$ cat src/rtl/afp_pkg.sv
`timescale 1ns/1ps
package afp_pkg;
  typedef struct packed {
    logic empty;
    logic afull;
    logic full;
  } qstat_t;
endpackage

$ cat src/rtl/afp_depth_sel.sv
`timescale 1ns/1ps
module afp_depth_sel #(
  parameter int FSZ_W       = 6,
  parameter int FSZ_MAX     = 32,
  parameter int FSZ_RST     = 4,
  parameter int CNT_W       = 6,
  parameter int BIG_DEPTH   = 32,
  parameter int MID_DEPTH   = 16,
  parameter int WIDE_DEPTH  = 8,
  parameter int SMALL_DEPTH = 4,
  parameter int NARROW_LIM  = 8,
  parameter int MID_LIM     = 16
) (
  input  logic             clk_i,
  input  logic             rst_ni,
  input  logic             soft_rst_i,
  input  logic             ctrl_en_i,
  input  logic             big_en_i,
  input  logic             fsz_wr_i,
  input  logic [FSZ_W-1:0] fsz_i,
  output logic [FSZ_W-1:0] fsz_o,
  output logic [CNT_W-1:0] depth_o,
  output logic             flush_o
);
  localparam logic [FSZ_W-1:0] FszMaxV    = FSZ_W'(FSZ_MAX);
  localparam logic [FSZ_W-1:0] FszRstV    = FSZ_W'(FSZ_RST);
  localparam logic [FSZ_W-1:0] NarrowLimV = FSZ_W'(NARROW_LIM);
  localparam logic [FSZ_W-1:0] MidLimV    = FSZ_W'(MID_LIM);

  logic [FSZ_W-1:0] fsz_q;
  logic [CNT_W-1:0] depth_q, depth_d;

  always_ff @(posedge clk_i or negedge rst_ni) begin
    if (!rst_ni)                                      fsz_q <= FszRstV;
    else if (soft_rst_i)                              fsz_q <= FszRstV;
    else if (fsz_wr_i && !ctrl_en_i && fsz_i <= FszMaxV) fsz_q <= fsz_i;
  end

  always_comb begin
    if (!big_en_i)                depth_d = CNT_W'(SMALL_DEPTH);
    else if (fsz_q <= NarrowLimV) depth_d = CNT_W'(BIG_DEPTH);
    else if (fsz_q <= MidLimV)    depth_d = CNT_W'(MID_DEPTH);
    else                          depth_d = CNT_W'(WIDE_DEPTH);
  end

  always_ff @(posedge clk_i or negedge rst_ni) begin
    if (!rst_ni) depth_q <= CNT_W'(SMALL_DEPTH);
    else         depth_q <= depth_d;
  end

  // queues are emptied on the edge that takes the new depth
  assign flush_o = (depth_d != depth_q);
  assign fsz_o   = fsz_q;
  assign depth_o = depth_q;
endmodule

$ cat src/rtl/afp_queue.sv
`timescale 1ns/1ps
module afp_queue
  import afp_pkg::*;
#(
  parameter int DATA_W = 32,
  parameter int CAP    = 32,
  parameter int CNT_W  = 6,
  parameter bit OVF_EN = 1'b0
) (
  input  logic              clk_i,
  input  logic              rst_ni,
  input  logic              clr_i,
  input  logic [CNT_W-1:0]  depth_i,
  input  logic              push_i,
  input  logic [DATA_W-1:0] data_i,
  input  logic              pop_i,
  output logic [DATA_W-1:0] data_o,
  output qstat_t            stat_o,
  output logic              ovf_o
);
  localparam int PTR_W = $clog2(CAP);

  logic [DATA_W-1:0] mem [CAP];
  logic [PTR_W-1:0]  wr_ptr_q, rd_ptr_q;
  logic [CNT_W-1:0]  count_q;
  logic              full_w, do_push, do_pop;

  assign full_w  = (count_q >= depth_i);
  assign do_push = push_i && !full_w;
  assign do_pop  = pop_i && (count_q != '0);

  always_ff @(posedge clk_i or negedge rst_ni) begin
    if (!rst_ni) begin
      wr_ptr_q <= '0;
      rd_ptr_q <= '0;
      count_q  <= '0;
    end else if (clr_i) begin
      wr_ptr_q <= '0;
      rd_ptr_q <= '0;
      count_q  <= '0;
    end else begin
      if (do_push) wr_ptr_q <= wr_ptr_q + PTR_W'(1);
      if (do_pop)  rd_ptr_q <= rd_ptr_q + PTR_W'(1);
      count_q <= count_q + CNT_W'(do_push) - CNT_W'(do_pop);
    end
  end

  always_ff @(posedge clk_i) begin
    if (do_push && !clr_i) mem[wr_ptr_q] <= data_i;
  end

  assign data_o       = mem[rd_ptr_q];
  assign stat_o.empty = (count_q == '0);
  assign stat_o.afull = (count_q >= depth_i - CNT_W'(1));
  assign stat_o.full  = full_w;

  generate
    if (OVF_EN) begin : g_ovf
      logic ovf_q;
      always_ff @(posedge clk_i or negedge rst_ni) begin
        if (!rst_ni)               ovf_q <= 1'b0;
        else if (clr_i)            ovf_q <= 1'b0;
        else if (push_i && full_w) ovf_q <= 1'b1;
        else if (do_pop)           ovf_q <= 1'b0;
      end
      assign ovf_o = ovf_q;
    end else begin : g_no_ovf
      assign ovf_o = 1'b0;
    end
  endgenerate
endmodule

$ cat src/rtl/adaptive_fifo_pair.sv
`timescale 1ns/1ps
module adaptive_fifo_pair
  import afp_pkg::*;
#(
  parameter int DATA_W      = 32,
  parameter int CAP         = 32,
  parameter int FSZ_W       = 6,
  parameter int FSZ_MAX     = 32,
  parameter int FSZ_RST     = 4,
  parameter int SMALL_DEPTH = 4
) (
  input  logic              clk_i,
  input  logic              rst_ni,
  input  logic              soft_rst_i,
  input  logic              ctrl_en_i,
  input  logic              big_en_i,
  input  logic              fsz_wr_i,
  input  logic [FSZ_W-1:0]  fsz_wdata_i,
  output logic [FSZ_W-1:0]  fsz_o,
  output logic [5:0]        depth_o,
  input  logic              tx_push_i,
  input  logic [DATA_W-1:0] tx_data_i,
  input  logic              tx_pop_i,
  output logic [DATA_W-1:0] tx_data_o,
  output logic              tx_empty_o,
  output logic              tx_afull_o,
  output logic              tx_full_o,
  input  logic              rx_push_i,
  input  logic [DATA_W-1:0] rx_data_i,
  input  logic              rx_pop_i,
  output logic [DATA_W-1:0] rx_data_o,
  output logic              rx_empty_o,
  output logic              rx_afull_o,
  output logic              rx_full_o,
  output logic              rx_ovf_o
);
  localparam int CNT_W = 6;
  localparam int NQ    = 2;  // lane 0 transmit, lane 1 receive

  logic [CNT_W-1:0]  depth;
  logic              flush, clr;
  logic              push [NQ];
  logic              pop  [NQ];
  logic [DATA_W-1:0] din  [NQ];
  logic [DATA_W-1:0] dout [NQ];
  qstat_t            stat [NQ];
  logic [NQ-1:0]     ovf;

  afp_depth_sel #(
    .FSZ_W(FSZ_W), .FSZ_MAX(FSZ_MAX), .FSZ_RST(FSZ_RST), .CNT_W(CNT_W),
    .BIG_DEPTH(CAP), .MID_DEPTH(CAP/2), .WIDE_DEPTH(CAP/4),
    .SMALL_DEPTH(SMALL_DEPTH), .NARROW_LIM(8), .MID_LIM(16)
  ) u_depth (
    .clk_i(clk_i), .rst_ni(rst_ni), .soft_rst_i(soft_rst_i),
    .ctrl_en_i(ctrl_en_i), .big_en_i(big_en_i), .fsz_wr_i(fsz_wr_i),
    .fsz_i(fsz_wdata_i), .fsz_o(fsz_o), .depth_o(depth), .flush_o(flush)
  );

  assign clr = flush || soft_rst_i;

  assign push[0] = tx_push_i;  assign din[0] = tx_data_i;  assign pop[0] = tx_pop_i;
  assign push[1] = rx_push_i;  assign din[1] = rx_data_i;  assign pop[1] = rx_pop_i;

  for (genvar q = 0; q < NQ; q++) begin : g_q
    afp_queue #(
      .DATA_W(DATA_W), .CAP(CAP), .CNT_W(CNT_W), .OVF_EN(q == 1)
    ) u_queue (
      .clk_i(clk_i), .rst_ni(rst_ni), .clr_i(clr), .depth_i(depth),
      .push_i(push[q]), .data_i(din[q]), .pop_i(pop[q]),
      .data_o(dout[q]), .stat_o(stat[q]), .ovf_o(ovf[q])
    );
  end

  assign depth_o    = depth;
  assign tx_data_o  = dout[0];
  assign tx_empty_o = stat[0].empty;
  assign tx_afull_o = stat[0].afull;
  assign tx_full_o  = stat[0].full;
  assign rx_data_o  = dout[1];
  assign rx_empty_o = stat[1].empty;
  assign rx_afull_o = stat[1].afull;
  assign rx_full_o  = stat[1].full;
  assign rx_ovf_o   = |ovf;  // transmit lane ties its flag low
endmodule

$ cat config.mk
export PLATFORM = sky130hd
export DESIGN_NAME = adaptive_fifo_pair
export DESIGN_NICKNAME = d
export VERILOG_FILES = /design/src/rtl/afp_pkg.sv /design/src/rtl/afp_depth_sel.sv /design/src/rtl/afp_queue.sv /design/src/rtl/adaptive_fifo_pair.sv
export SDC_FILE = /design/constraint.sdc
export NUM_CORES = 2
export LEC_CHECK = 0
export ABC_CLOCK_PERIOD_IN_PS = 8720
export BUFFER_PORTS_ARGS = -buffer_cell sky130_fd_sc_hd__buf_2
export CAP_MARGIN = 10
export CORE_ASPECT_RATIO = 1.75
export CORE_MARGIN = 3
export CORE_UTILIZATION = 61
export CTS_CLUSTER_SIZE = 28
export DETAILED_ROUTE_END_ITERATION = 8
export PLACE_DENSITY = 0.84
export SKIP_LAST_GASP = 1
export SYNTH_ARGS = -nofsm -noshare
export SYNTH_HDL_FRONTEND = slang
export SYNTH_SLANG_ARGS = --single-unit
$ cat constraint.sdc
create_clock -name clk_i -period 8.72 [get_ports clk_i]
set_input_delay 0.872 -clock clk_i [delete_from_list [all_inputs] [get_ports clk_i]]
set_output_delay 0.872 -clock clk_i [all_outputs]
set_load 0.02 [all_outputs]
==> out/summary.txt <==
Die Ht: 490 µm
First-pass GRT wire length: 294 mm
Die ar.: 138,000 µm²
Core Area: 132,000 µm²
Tot Pwr: 19.2 mW
Number of global-route vias before repair: 42,608
Worst path max stage delay: 940 ps
Ranking of synthesized cells by area: edfxtp_1 75%, mux4_2 11%, mux2i_1 5.6%
Final TNS setup: 0 ps
Min Tclk post-route: 5220 ps
Initial antenna violation count: 12
HP Class: in -> async
Critical path type: reg -> out
Global placer's final weighted congestion: 0.842
Unique cell type count in the Yosys netlist: 61
Die Width: 282 µm
Clk buf depth: 3
Switch share: 20.1%
Share of layout cells above drive strength 1: 23.1%
Gr usage total: 29.9%
Worst setup SP type: flip-flop
Gate power share: 2.0%
DR vias: 41,328
Clk pwr share: 40.3%
Leak: 27.2 nW
Worst path cell trace: buf_4 > and2_2 > buf_4 > a221oi_1 > a211o_1 > buf_2
Worst endpoint required time: 7850 ps
Max VDD drop: 246 µV
Post-synth top flop: edfxtp_1
Mapped cell area: 81,500 µm²
Sequential-to-total area share from yosys stat: 76.7%
I/O pin cnt: 163
Total net switching power: 3.84 mW
Slowest-stage cell, CP: dfrtp_4
Final worst slack: 3500 ps
Fin. max-slew vios: 0
Final nets: 4,156
Syn Area/Cell: 21.3 µm²
1st-pass router iterations: 6
Top cell by count, worst path: buf_4
Drt initial violations: 5,755
CP Data Arrival Time: 4340 ps
Clock Root Buffer: clkbuf_16
Crit-path max FO: 49
Largest net degree at the start of global routing: 124
Port-buffer cells: 160
Max-cap viol count: 0
Reg power frac: 57.6%
Crit. End Element: primary output
DRC viols: 0
Rows: 176
Clock skew: 38.3 ps
Clock slew at reported path FFs: 70 ps
H-tree levels: 4
ANT nets after route: 0
Final Hold Slack: 193 ps
CTS resizes: 0
Yosys reg bits: 2,091
Status: finished clean
Initial Utilization: 61.7%
GRT overflow: 0
Pre-CTS WS: 4260 ps
DR WL/cell: 34.5 µm
Final setup viols: 0
Total CTS buffers: 171
Number of synthesized flops with an enable pin: 2,048
Top cell type's share of synthesized area: 75.4%
RSZ-0062 raised after global routing: false
Fin. Hold Viols: 0
Routed WL: 203 mm
Area leader, netlist: edfxtp_1
Area Overhead vs Synth: 10.5%
Final instance area: 90,100 µm²
Synth Warn #: 0
Worst-margin pin slew: 1270 ps
Placed cell areas: 84,500 µm²
Post-Synthesis Cells: 3,837
CTS tree: yes
Filler Cell Count: 7,539
DP HPWL: 110 mm
Post-CTS Setup Bufs: 0
Worst-Skew Late Latency: 790 ps
Slew margin rel.: 15.4%
Fin crit share: 59.8%
Asr flop ratio synth: 2.06%
Cell internal pwr: 15.3 mW
CTS sink cnt: 2,091
Power Dens Cells: 213 nW/µm²
Vias/cell: 7.04
Max Clk Rate: 0.192 GHz
Post-CTS Hold Fix Bufs: 0
[cell usage after synthesis (9+ instances only)]
cell type  instances
edfxtp_1        2048
mux2i_1          456
mux4_2           384
nor2_1           113
buf_2            102
clkbuf_1          92
a211o_1           66
a22oi_1           65
a221oi_1          64
o22ai_1           64
ha_1              43
dfrtp_1           41
inv_1             39
nand2_1           32
nor3_1            30
and4_1            24
buf_1             15
a21oi_1           12
nor3b_1           12
a21o_1            11
xnor2_1           11
xor2_1             9
[final cells by class]
type / instances / area, µm² / area share (%)
Multi-Input combinational cell: 1490 / 18200 / 20.2
Sequential cell: 2091 / 62600 / 69.5
Timing Repair Buffer: 237 / 1450 / 1.61
Inverter: 40 / 150 / 0.167
Clock inverter: 104 / 1110 / 1.23
Clock buffer: 208 / 4490 / 4.98
Antenna cell: 13 / 32.5 / 0.0361
Tap cell: 1691 / 2120 / 2.35
[layer usage]
layer	share of wire [%]	vias to the layer above	track usage [%]
li1	-	16394	-
met3	11	749	6.31
met1	31	21053	35.5
met5	0.022	-	0
met2	52	3126	51.4
met4	6.1	6	16.3
[cells in the final DEF (no fill, tap or decap), drive strengths merged, types with 9 or more instances in the layout]
master	instances
a211o	66
a21o	11
a21oi	12
a221oi	64
a22oi	65
and4	24
buf	237
bufinv	16
clkbuf	208
clkinv	74
dfrtp	41
diode	13
edfxtp	2048
ha	43
inv	48
mux2i	456
mux4	384
nand2	32
nor2	113
nor3	30
nor3b	12
nor4b	11
o22ai	65
xnor2	11
xor2	9
[power groups by stage]
stage          clock network (mW)  logic, mW  registers, mW
6_report                     7.73      0.389           11.0
3_5_place_dp                    0      0.380           11.3
4_1_cts                      7.78      0.384           11.0
3_3_place_gp                    0      0.359           11.3
2_1_floorplan                   0      0.155           11.3
5_1_grt                      8.11      0.418           11.0
[flip-flops by register name, indices dropped and copies added, names as in the netlist]
signal and cells:
g_q.u_queue.count_q 12, g_q.u_queue.mem 2048, g_q.u_queue.ovf_o 1, g_q.u_queue.rd_ptr_q 10, g_q.u_queue.wr_ptr_q 10, u_depth.depth_o 4, u_depth.fsz_o 6
[through the flow]
stage          std cells  util [%]
5_1_grt             5866      68.2
4_1_cts             5861      68.2
3_3_place_gp        5549      63.9
2_1_floorplan       3838         -
3_5_place_dp        5549      63.9
6_report            5874      68.2
[critical path: cells and delay by family (launching register included)]
kind | cells | cell delay (ps)
compound gates | 2 | 630
buf+inv | 3 | 1480
flops | 1 | 940
simple gates | 1 | 340
[cells by family (layout without fill, tap and decap cells)]
logic type | count (synthesis) | count (layout) | share of synthesized area, %
DFF | 2091 | 2091 | 76.7
muxes | 841 | 841 | 16.2
AOI/OAI and AO/OA | 307 | 307 | 2.92
and+or+nand+nor | 275 | 275 | 1.79
buffers and inverters | 257 | 589 | 1.39
adders and majority gates | 45 | 45 | 0.709
xor gates and xnor gates | 20 | 20 | 0.215
other | 1 | 15 | 0.00460
[path summary, 6_finish.rpt]
path | cells past startpoint | startpoint | slack, ps | endpoint
min in group clk_i | 3 | fsz_wdata_i[1] | 330 | u_depth.fsz_o[1]$_DFFE_PN0P_
worst min register to register | 2 | u_depth.fsz_o[1]$_DFFE_PN0P_ | 590 | u_depth.fsz_o[1]$_DFFE_PN0P_
max in group asynchronous | 2 | rst_ni | 7940 | g_q[0].u_queue.rd_ptr_q[1]$_DFFE_PN0P_
worst min-delay path | 2 | rst_ni | 190 | u_depth.fsz_o[1]$_DFFE_PN0P_
worst max register to register | 7 | u_depth.depth_o[3]$_DFF_PN0_ | 4050 | g_q[1].u_queue.mem[20][31]$_DFFE_PP_
worst max-delay path | 6 | g_q[0].u_queue.rd_ptr_q[2]$_DFFE_PN0P_ | 3500 | tx_data_o[3]
Power figures use the tool's default switching activity.
